### config.mk
export PLATFORM = sky130hd
export DESIGN_NAME = link_host_ctrl
export DESIGN_NICKNAME = d
export VERILOG_FILES = /design/src/rtl/lk_pkg.sv /design/src/rtl/lk_delay_timer.sv /design/src/rtl/lk_tx_store.sv /design/src/rtl/lk_link_fsm.sv /design/src/rtl/link_host_ctrl.sv
export SDC_FILE = /design/constraint.sdc
export NUM_CORES = 1
export LEC_CHECK = 0
export BUFFER_PORTS_ARGS = -buffer_cell sky130_fd_sc_hd__buf_2
export CAP_MARGIN = 20
export CORE_MARGIN = 4
export CORE_UTILIZATION = 55
export DETAILED_ROUTE_END_ITERATION = 10
export PLACE_DENSITY = 0.76
export SETUP_SLACK_MARGIN = 0.02
export SKIP_LAST_GASP = 1
export SYNTH_ARGS = -nofsm -noshare
export SYNTH_HDL_FRONTEND = slang
export SYNTH_HIERARCHICAL = 1
export SYNTH_SLANG_ARGS = --single-unit
### constraint.sdc
create_clock -name clk_i -period 8.3 [get_ports clk_i]
set_input_delay 0.83 -clock clk_i [delete_from_list [all_inputs] [get_ports clk_i]]
set_output_delay 0.83 -clock clk_i [all_outputs]
set_load 0.01 [all_outputs]
### src/rtl/lk_pkg.sv
package lk_pkg;
  typedef enum logic [3:0] {
    LK_RST0,
    LK_RST1,
    LK_RST2,
    LK_RST3,
    LK_IDLE,
    LK_SEND,
    LK_RECV,
    LK_GAP_SHORT,
    LK_GAP_LONG
  } lk_state_e;
endpackage

### src/rtl/lk_delay_timer.sv
module lk_delay_timer #(
  parameter int CLK_HZ = 125_000_000
) (
  input  logic clk_i,
  input  logic rst_ni,
  input  logic clr_i,
  output logic short_hit_o,
  output logic long_hit_o
);
  localparam int CYC_US = (CLK_HZ >= 1_000_000) ? CLK_HZ / 1_000_000 : 1;
  localparam int SHORT  = 150 * CYC_US;
  localparam int LONG   = 1500 * CYC_US;
  localparam int CW     = $clog2(LONG + 1);

  logic [CW-1:0] cnt_q;

  always_ff @(posedge clk_i or negedge rst_ni) begin
    if (!rst_ni)                 cnt_q <= '0;
    else if (clr_i)              cnt_q <= '0;
    else if (cnt_q != CW'(LONG)) cnt_q <= cnt_q + CW'(1);
  end

  assign short_hit_o = (cnt_q == CW'(SHORT - 1));
  assign long_hit_o  = (cnt_q == CW'(LONG - 1));
endmodule

### src/rtl/lk_tx_store.sv
module lk_tx_store #(
  parameter int DEPTH = 16
) (
  input  logic                       clk_i,
  input  logic                       rst_ni,
  input  logic                       in_valid_i,
  input  logic [7:0]                 in_data_i,
  input  logic                       in_last_i,
  output logic                       in_ready_o,
  input  logic                       clear_i,
  input  logic [$clog2(DEPTH)-1:0]   rd_idx_i,
  output logic [7:0]                 rd_data_o,
  output logic [$clog2(DEPTH+1)-1:0] len_o,
  output logic                       pending_o
);
  localparam int IW = $clog2(DEPTH);
  localparam int LW = $clog2(DEPTH + 1);

  logic [7:0]    mem_q [DEPTH];
  logic [IW-1:0] wr_q;
  logic [LW-1:0] len_q;
  logic          pend_q;
  logic          accept;
  logic          closing;

  assign accept  = in_valid_i && !pend_q;
  assign closing = in_last_i || (wr_q == IW'(DEPTH - 1));

  always_ff @(posedge clk_i) begin
    if (accept) mem_q[wr_q] <= in_data_i;
  end

  always_ff @(posedge clk_i or negedge rst_ni) begin
    if (!rst_ni) begin
      wr_q   <= '0;
      len_q  <= '0;
      pend_q <= 1'b0;
    end else if (accept) begin
      if (closing) begin
        pend_q <= 1'b1;
        len_q  <= LW'(wr_q) + LW'(1);
        wr_q   <= '0;
      end else begin
        wr_q <= wr_q + IW'(1);
      end
    end else if (clear_i) begin
      pend_q <= 1'b0;
    end
  end

  assign in_ready_o = !pend_q;
  assign rd_data_o  = mem_q[rd_idx_i];
  assign len_o      = len_q;
  assign pending_o  = pend_q;
endmodule

### src/rtl/lk_link_fsm.sv
module lk_link_fsm
  import lk_pkg::*;
#(
  parameter int TX_DEPTH = 16,
  parameter int RX_CAP   = 256
) (
  input  logic                          clk_i,
  input  logic                          rst_ni,
  input  logic                          req_ni,
  input  logic                          sr_done_i,
  input  logic [7:0]                    sr_rdata_i,
  input  logic                          pending_i,
  input  logic [$clog2(TX_DEPTH+1)-1:0] len_i,
  input  logic [7:0]                    rd_data_i,
  input  logic                          short_hit_i,
  input  logic                          long_hit_i,
  output logic                          tmr_clr_o,
  output logic [$clog2(TX_DEPTH)-1:0]   rd_idx_o,
  output logic                          tx_clear_o,
  output logic                          tip_no,
  output logic                          ack_no,
  output logic                          sr_dir_o,
  output logic                          sr_load_o,
  output logic [7:0]                    sr_wdata_o,
  output logic                          rx_valid_o,
  output logic [7:0]                    rx_data_o,
  output logic                          rx_first_o,
  output logic                          rx_last_o,
  output logic [$clog2(RX_CAP+1)-1:0]   rx_len_o,
  output logic                          rx_ovf_o
);
  localparam int IW = $clog2(TX_DEPTH);
  localparam int LW = $clog2(TX_DEPTH + 1);
  localparam int RW = $clog2(RX_CAP + 1);

  lk_state_e state_q, state_d;
  logic          tip_q, tip_d, ack_q, ack_d, dir_q, dir_d;
  logic          load_q, load_d;
  logic [7:0]    wdata_q, wdata_d;
  logic [LW-1:0] scnt_q, scnt_d, scnt_n;
  logic [RW-1:0] rcnt_q, rcnt_d, rcnt_n;
  logic          rxv_q, rxv_d, rxf_q, rxf_d, rxl_q, rxl_d, ovf_q, ovf_d;
  logic [7:0]    rxd_q, rxd_d;
  logic [RW-1:0] rxlen_q, rxlen_d;
  logic          lat_q, lat_d;
  logic          req_on, evt, at_cap;

  assign req_on   = !req_ni;
  assign evt      = sr_done_i || lat_q;
  assign scnt_n   = scnt_q + LW'(1);
  assign rcnt_n   = rcnt_q + RW'(1);
  assign at_cap   = (rcnt_n == RW'(RX_CAP));
  assign rd_idx_o = (state_q == LK_SEND) ? scnt_q[IW-1:0] + IW'(1) : '0;

  always_comb begin
    state_d    = state_q;
    tip_d      = tip_q;
    ack_d      = ack_q;
    dir_d      = dir_q;
    load_d     = 1'b0;
    wdata_d    = wdata_q;
    scnt_d     = scnt_q;
    rcnt_d     = rcnt_q;
    rxv_d      = 1'b0;
    rxd_d      = rxd_q;
    rxf_d      = 1'b0;
    rxl_d      = 1'b0;
    rxlen_d    = rxlen_q;
    ovf_d      = 1'b0;
    lat_d      = lat_q || sr_done_i;
    tx_clear_o = 1'b0;
    unique case (state_q)
      LK_RST0: if (short_hit_i) begin state_d = LK_RST1; tip_d = 1'b0; end
      LK_RST1: if (short_hit_i) begin state_d = LK_RST2; ack_d = ~ack_q; end
      LK_RST2: if (short_hit_i) begin state_d = LK_RST3; tip_d = 1'b1; end
      LK_RST3: if (short_hit_i) begin state_d = LK_IDLE; tip_d = 1'b1; ack_d = 1'b1; end
      LK_IDLE: begin
        lat_d = 1'b0;
        if (evt && req_on) begin
          state_d = LK_RECV; rxv_d = 1'b1; rxf_d = 1'b1; rxd_d = sr_rdata_i;
          dir_d = 1'b0; tip_d = 1'b0; ack_d = 1'b1; rcnt_d = RW'(1);
        end else if (evt) begin
          if (pending_i) state_d = LK_GAP_SHORT;
        end else if (pending_i && !req_on) begin
          state_d = LK_SEND; dir_d = 1'b1; load_d = 1'b1; wdata_d = rd_data_i;
          ack_d = 1'b1; tip_d = 1'b0; scnt_d = '0;
        end
      end
      LK_SEND: begin
        lat_d = 1'b0;
        if (sr_done_i) begin
          if (req_on) begin
            // abort, same byte opens an incoming frame
            state_d = LK_RECV; rxv_d = 1'b1; rxf_d = 1'b1; rxd_d = sr_rdata_i;
            dir_d = 1'b0; tip_d = 1'b0; ack_d = 1'b1; rcnt_d = RW'(1); scnt_d = '0;
          end else if (scnt_n == len_i) begin
            state_d = LK_IDLE; tx_clear_o = 1'b1; dir_d = 1'b0;
            tip_d = 1'b1; ack_d = 1'b1; scnt_d = '0;
          end else begin
            load_d = 1'b1; wdata_d = rd_data_i; ack_d = ~ack_q; scnt_d = scnt_n;
          end
        end
      end
      LK_RECV: begin
        lat_d = 1'b0;
        if (sr_done_i) begin
          rxv_d = 1'b1; rxd_d = sr_rdata_i;
          if (!req_on || at_cap) begin
            rxl_d = 1'b1; rxlen_d = rcnt_n; ovf_d = req_on;
            tip_d = 1'b1; ack_d = 1'b1; rcnt_d = '0;
            state_d = pending_i ? LK_GAP_LONG : LK_IDLE;
          end else begin
            ack_d = ~ack_q; rcnt_d = rcnt_n;
          end
        end
      end
      LK_GAP_SHORT: if (short_hit_i) state_d = LK_IDLE;
      LK_GAP_LONG:  if (long_hit_i)  state_d = LK_IDLE;
      default: state_d = LK_IDLE;
    endcase
  end

  assign tmr_clr_o = (state_d != state_q);

  always_ff @(posedge clk_i or negedge rst_ni) begin
    if (!rst_ni) begin
      state_q <= LK_RST0;
      tip_q   <= 1'b1;
      ack_q   <= 1'b1;
      dir_q   <= 1'b0;
      load_q  <= 1'b0;
      wdata_q <= '0;
      scnt_q  <= '0;
      rcnt_q  <= '0;
      rxv_q   <= 1'b0;
      rxd_q   <= '0;
      rxf_q   <= 1'b0;
      rxl_q   <= 1'b0;
      rxlen_q <= '0;
      ovf_q   <= 1'b0;
      lat_q   <= 1'b0;
    end else begin
      state_q <= state_d;
      tip_q   <= tip_d;
      ack_q   <= ack_d;
      dir_q   <= dir_d;
      load_q  <= load_d;
      wdata_q <= wdata_d;
      scnt_q  <= scnt_d;
      rcnt_q  <= rcnt_d;
      rxv_q   <= rxv_d;
      rxd_q   <= rxd_d;
      rxf_q   <= rxf_d;
      rxl_q   <= rxl_d;
      rxlen_q <= rxlen_d;
      ovf_q   <= ovf_d;
      lat_q   <= lat_d;
    end
  end

  assign tip_no     = tip_q;
  assign ack_no     = ack_q;
  assign sr_dir_o   = dir_q;
  assign sr_load_o  = load_q;
  assign sr_wdata_o = wdata_q;
  assign rx_valid_o = rxv_q;
  assign rx_data_o  = rxd_q;
  assign rx_first_o = rxf_q;
  assign rx_last_o  = rxl_q;
  assign rx_len_o   = rxlen_q;
  assign rx_ovf_o   = ovf_q;
endmodule

### src/rtl/link_host_ctrl.sv
module link_host_ctrl #(
  parameter int CLK_HZ   = 125_000_000,
  parameter int TX_DEPTH = 16,
  parameter int RX_CAP   = 256
) (
  input  logic                        clk_i,
  input  logic                        rst_ni,
  input  logic                        tx_valid_i,
  input  logic [7:0]                  tx_data_i,
  input  logic                        tx_last_i,
  output logic                        tx_ready_o,
  output logic                        rx_valid_o,
  output logic [7:0]                  rx_data_o,
  output logic                        rx_first_o,
  output logic                        rx_last_o,
  output logic [$clog2(RX_CAP+1)-1:0] rx_len_o,
  output logic                        rx_ovf_o,
  input  logic                        sr_done_i,
  input  logic [7:0]                  sr_rdata_i,
  output logic                        sr_load_o,
  output logic [7:0]                  sr_wdata_o,
  output logic                        sr_dir_o,
  input  logic                        req_ni,
  output logic                        tip_no,
  output logic                        ack_no
);
  localparam int IW = $clog2(TX_DEPTH);
  localparam int LW = $clog2(TX_DEPTH + 1);

  logic          tmr_clr, short_hit, long_hit;
  logic          pending, tx_clear;
  logic [IW-1:0] rd_idx;
  logic [7:0]    rd_data;
  logic [LW-1:0] tx_len;

  lk_delay_timer #(.CLK_HZ(CLK_HZ)) u_timer (
    .clk_i       (clk_i),
    .rst_ni      (rst_ni),
    .clr_i       (tmr_clr),
    .short_hit_o (short_hit),
    .long_hit_o  (long_hit)
  );

  lk_tx_store #(.DEPTH(TX_DEPTH)) u_store (
    .clk_i      (clk_i),
    .rst_ni     (rst_ni),
    .in_valid_i (tx_valid_i),
    .in_data_i  (tx_data_i),
    .in_last_i  (tx_last_i),
    .in_ready_o (tx_ready_o),
    .clear_i    (tx_clear),
    .rd_idx_i   (rd_idx),
    .rd_data_o  (rd_data),
    .len_o      (tx_len),
    .pending_o  (pending)
  );

  lk_link_fsm #(.TX_DEPTH(TX_DEPTH), .RX_CAP(RX_CAP)) u_fsm (
    .clk_i       (clk_i),
    .rst_ni      (rst_ni),
    .req_ni      (req_ni),
    .sr_done_i   (sr_done_i),
    .sr_rdata_i  (sr_rdata_i),
    .pending_i   (pending),
    .len_i       (tx_len),
    .rd_data_i   (rd_data),
    .short_hit_i (short_hit),
    .long_hit_i  (long_hit),
    .tmr_clr_o   (tmr_clr),
    .rd_idx_o    (rd_idx),
    .tx_clear_o  (tx_clear),
    .tip_no      (tip_no),
    .ack_no      (ack_no),
    .sr_dir_o    (sr_dir_o),
    .sr_load_o   (sr_load_o),
    .sr_wdata_o  (sr_wdata_o),
    .rx_valid_o  (rx_valid_o),
    .rx_data_o   (rx_data_o),
    .rx_first_o  (rx_first_o),
    .rx_last_o   (rx_last_o),
    .rx_len_o    (rx_len_o),
    .rx_ovf_o    (rx_ovf_o)
  );
endmodule

# == After elaboration in Yosys (flattened, before gate mapping) ==
# Memories as Yosys holds them, arrays and structs flattened.
# Cells that the tools add are included.
# word_totals
ff_bits,80
ramBits,128
in_bits,22
out_inout_bits,34
wordCells,187
mem_count,1
# op_classes
addsub,6
eq_ne,33
n_mux,100
bitwise_logic,1
reduce_logical,27
# memory_table
memory,depth,width,read_ports,rd_clocked_by_memory_dff,wr,line_no,rtl
u_store.mem_q,16,8,1,0,1,lk_tx_store.sv:19,logic [7:0] mem_q [DEPTH];
# ops
op,n
8-bit 2-to-1 mux,10
4-bit 2-to-1 mux,17
1-bit 2-to-1 mux,49
9-bit 2-to-1 mux,5
18-bit 2-to-1 mux,2
4-bit case mux with 8 select lines,1
5-bit 2-to-1 mux,6
9-bit case mux with 3 select lines,1
8-bit case mux with 3 select lines,1
2-bit != test (second input constant),11
18-bit by 1-bit adder with 18-bit output (second input constant),1
18-bit by 15-bit equality test with 1-bit output (second input constant),1
18-bit equality test (second input constant),1
18-bit != test (second input constant),1
4-bit by 3-bit equality test with 1-bit output (second input constant),4
8-bit case mux with 2 select lines,1
5-bit AND reduction,3
7-bit AND reduction,2
1-bit case mux with 5 select lines,2
5-bit case mux with 2 select lines,1
5-bit nonzero test,2
9-bit by 1-bit adder with 9-bit output (second input constant),1
9-bit equality test (second input constant),1
9-bit AND reduction,1
24 further kinds,42

# == Longest topological paths before layout ==
# logic_depth
word_depth,8
mapped_depth,13
mapped_depth_nobuf,12

# == Cells and area by module ==
# The synthesis kept the hierarchy.
# modules_own_cells
module,instances,cells_per_inst,area_per_inst_um2,seq_area_each_um2
lk_tx_store,1,266,5516.5,4093.9
lk_link_fsm,1,285,2866.5,1303.8
lk_delay_timer,1,115,1058.5,450.4

# == Least setup slack after synthesis ==
# No wires, ideal clock.
# synth_timing
path_type,input -> register
from,input req_ni
to,register u_timer.cnt_q[10]
setup_ns,0.133
arrival_ns,2.799
t_required_ns,8.167
setup_slack_ns,5.368
path_stages,9
n_path_buf,4
cell_sequence,clkbuf_1 > clkbuf_1 > nand2b_1 > a221oi_1 > a211o_1 > o211ai_1 > clkbuf_1 > clkbuf_1 > nor2_1
# synth_between
elab_chain_len,7
elab_cells_between_ends,15
cone_classes,1 x eq/ne; 9 x mux; 5 x reduce/logical
# synth_lines
item,line_no,rtl
start: declaration,link_host_ctrl.sv:23,"input logic req_ni,"
1-bit logical AND,lk_link_fsm.sv:84,end else if (pending_i && !req_on) begin
4-bit 2-to-1 mux,lk_link_fsm.sv:84,
4-bit 2-to-1 mux,lk_link_fsm.sv:82,end else if (evt) begin
4-bit 2-to-1 mux,lk_link_fsm.sv:79,if (evt && req_on) begin
4-bit case mux with 8 select lines *,lk_link_fsm.sv:72,unique case (state_q)
named net u_fsm.state_d[1],lk_link_fsm.sv:36,"lk_state_e state_q, state_d;"
4-bit != test *,lk_link_fsm.sv:123,assign tmr_clr_o = (state_d != state_q);
named net tmr_clr,link_host_ctrl.sv:30,"logic tmr_clr, short_hit, long_hit;"
18-bit 2-to-1 mux / 2-bit nonzero test (equally long branches),--,
end signal: assignment,lk_delay_timer.sv:20,else if (cnt_q != CW'(LONG)) cnt_q <= cnt_q + CW'(1);
end: declaration,lk_delay_timer.sv:15,logic [CW-1:0] cnt_q;
# The timed path passes the listed nets; every way through them passes the cells marked *.
# A chain may end at the register's enable or synchronous reset.

# == Worst setup path after layout ==
# layout_timing
from,register u_timer.cnt_q[9]
to,register u_timer.cnt_q[17]
# layout_between
elab_chain_len,5
elab_cells_between_ends,14
cone_classes,1 x add/sub; 4 x eq/ne; 8 x mux; 1 x reduce/logical
# layout_lines
item,line_no,rtl
18-bit by 15-bit equality test with 1-bit output *,lk_delay_timer.sv:23,assign short_hit_o = (cnt_q == CW'(SHORT - 1));
named net short_hit,link_host_ctrl.sv:30,
"4-bit 2-to-1 mux, on equally long branches",--,
4-bit case mux with 8 select lines *,lk_link_fsm.sv:72,
4-bit != test *,lk_link_fsm.sv:123,
named net tmr_clr,link_host_ctrl.sv:30,
18-bit 2-to-1 mux / 2-bit nonzero test (equally long branches),--,
# The timed path passes the listed nets; every way through them passes the cells marked *. The select of a mux whose other input is x is not followed.

==> run metrics <==
Num CTS Buffers=22; Clock power frac=0.376; DIE WIDTH=139 µm; Worst-Skew Late Latency=slightly above 0.5 ns; Clk pin slew, worst setup/hold paths=0.06 ns; Total Routing Usage GR=0.221; vias post-DR=5931; CP required=8.69 ns; Final period util=0.417; initial antenna violation count=0; Seq pwr share=0.465; total setup buffers inserted after CTS=0; pin count of the biggest net entering global routing=81; Max-slew headroom=0.272; antenna fix cells=0; crit start category=flip-flop; Die Ht=139 µm; setup TNS=0 ns; Peak VDD IR=178 µV; fin crit period=3.46 ns; max-cap viol count=0; initial core utilization=0.565; CTS Hold Buffers Added=0; critical-path maximum fanout=23; vias per inst=6.22; FFs w/ async S/R, synth=0.385; Worst Clk Skew=about 0.022 ns; H-tree depth=1; outcome=complete, no violations; Main synth FF type=edfxtp_1; power density cells=between 200 and 300 mW/mm²; die area=0.0193 mm²; non-filler instance count after layout=953; Critical Path Slowest Stage Cell=nor4_1; P_int=2.02 mW; DRT antenna net count=0; logic gate share of total power=0.159; Max Freq=289 MHz; CTS tree=yes; DRC Markers=0; synth unique cells=75; most used cell, CP=nor2b_1; hold crit path type=input port to async pin; Arr. time, crit path=3.85 ns; most frequent cells in the layout=edfxtp_1 (128), dfrtp_1 (78), nand2_1 (59), buf_2 (54), nor2_1 (36); cell area after synthesis=roughly 0.0094 mm²; Net count, final=749; total number of yosys warnings=6; clk buf depth=3; global-route wire length before repair=roughly 34000 µm; gp weighted congestion=0.903; number of global-route vias before repair=around 6.0k; Iter 0 DRT Violations=roughly 540; IO Port Bufs=55; num ports=56; worst setup path class=flip-flop to flip-flop; syn_nets=698; layout cells sized above 1=0.203; Syn Area/Cell=14.2 µm²; # rows=47; Seq cells post-synth=208; P_sw=0.731 mW; EDFF count, synth=between 100 and 150; placed insts=between 900 and 1k; final hold violations=0; WL/cell=22.2 µm; Post-CTS Resized=0; Post-Synthesis Cells=666; final wirelength=21200 µm; clock root cell=clkbuf_16; pins over their slew limit=0; Critical Path Max Stage Delay=0.60 ns; RSZ-0062 raised after global routing=no; synthesis-to-layout area growth=12.7%; Congestion Overflow GR=0; Worst-Margin Slew=1.09 ns; Sw Share=0.266; HPWL Detailed=between 10000 and 15000 µm; Crit. End Element=flip-flop; CORE AREA=0.0167 mm²; DR pass1 iterations=4; Final setup viols=0; commonest non-fill, non-tap cell in the layout=edfxtp_1; post-synthesis sequential area ratio=0.619; Sink Count=208; worst-path cell chain=nor4_1, nand4b_1, nor3_1, nor2b_1, nor2_1, o21ai_0, a211oi_1, o211ai_1, buf_4, nor2b_1, mux2_1; leak pwr=4.06 nW
[routing by layer]
layer	up-vias	GRT usage	part of all wire
li1	2650	-	-
met1	2942	0.301	0.40
met2	304	0.368	0.50
met3	35	0.0414	0.086
met4	0	0.0608	0.021
met5	-	0	0
[metrics by stage]
step	worst slack [ns]	power (mW)	cell area, µm²	utilization	hold slack [ns]
after floorplan	5.37	1.61	9440	-	0.469
after global placement	5.20	1.71	9840	0.589	0.444
after detailed placement	5.08	1.73	9840	0.589	0.454
after CTS	4.91	2.77	10600	0.636	0.469
after global routing	4.62	2.88	10600	0.637	0.306
final	4.84	2.75	10600	0.637	0.280
[flip-flops by register name, summed over array words and instances (netlist names), 4 cells and up]
name              flops
u_store/mem_q       128
u_timer/cnt_q        18
u_fsm/rcnt_q          9
u_fsm/rx_len_o        9
u_fsm/rx_data_o       8
u_fsm/sr_wdata_o      8
u_fsm/scnt_q          5
u_store/len_o         5
u_fsm/state_q         4
u_store/wr_q          4
[worst paths after layout]
check,start,to,slack [ns],depth (start not counted)
hold / removal,rst_ni,u_fsm/rx_len_o[0]$_DFFE_PN0P_,0.28,1
max in group asynchronous,rst_ni,u_fsm/rx_data_o[7]$_DFFE_PN0P_,7.44,2
setup / recovery,u_timer/cnt_q[9]$_DFFE_PN0P_,u_timer/cnt_q[17]$_DFFE_PN0P_,4.84,11
min in group clk_i,u_fsm/rx_data_o[2]$_DFFE_PN0P_,u_fsm/rx_data_o[2]$_DFFE_PN0P_,0.46,2
setup reg to reg,u_timer/cnt_q[9]$_DFFE_PN0P_,u_timer/cnt_q[17]$_DFFE_PN0P_,4.84,11
hold reg to reg,u_fsm/rx_data_o[2]$_DFFE_PN0P_,u_fsm/rx_data_o[2]$_DFFE_PN0P_,0.46,2
[kinds of logic (layout without fill, tap and decap cells)]
logic type	count (synthesis)	in the layout	share of synthesized area
AO/OA/AOI/OAI	103	103	0.0785
multiplexers	54	54	0.111
AND/OR/NAND/NOR	221	221	0.128
XOR/XNOR	23	23	0.0245
buffers and inverters	47	114	0.0254
flip-flops	208	208	0.619
adder cells (fa/ha/maj)	10	10	0.0133
[critical path: cells and delay by family, from the launching register on]
| family | cells | cell delay [ns] |
|---|---|---|
| multiplexers | 1 | 0.30 |
| buffers and inverters | 1 | 0.29 |
| flip-flops | 1 | 0.42 |
| AO/OA/AOI/OAI | 3 | 0.37 |
| AND/OR/NAND/NOR | 6 | 1.94 |
[power groups by stage]
stage          Combinational, mW  Sequential, mW  Clock (mW)
2_1_floorplan              0.319            1.29           0
3_3_place_gp               0.420            1.29           0
3_5_place_dp               0.436            1.30           0
4_1_cts                    0.439            1.28        1.06
5_1_grt                    0.491            1.29        1.10
6_report                   0.438            1.28        1.04
[cell usage after synthesis (8+ instances only)]
master    number  share of area
mux4_1        14          0.039
clkbuf_1      18         0.0072
o21ai_0       19          0.010
and2_1        17          0.011
a21oi_1       13         0.0069
a31oi_1        8         0.0053
nand2b_1       9         0.0060
nor2_1        37          0.015
ha_1          10          0.013
mux4_2        18          0.043
nor2b_1       11         0.0073
dfrtp_1       78           0.21
a22oi_1       16          0.013
edfxtp_1     128           0.41
nand2_1       59          0.023
nor3_1        12         0.0064
nand4_1       10         0.0066
inv_1         12         0.0048
nor4_1         8         0.0053
nand3_1       17         0.0090
xnor2_1       16          0.015
mux2_4         8          0.013
[final cells by class]
type                            instances  area [µm²]
Clock inverter                         15         211
Clock buffer                           25         562
Fill cell                            1215        6060
Sequential cell                       208        5850
Timing Repair Buffer                   60         335
Multi-Input combinational cell        411        3360
Tap cell                              220         275
Inverter                               14        52.6
Note: power is estimated with default switching activity, not from simulation.
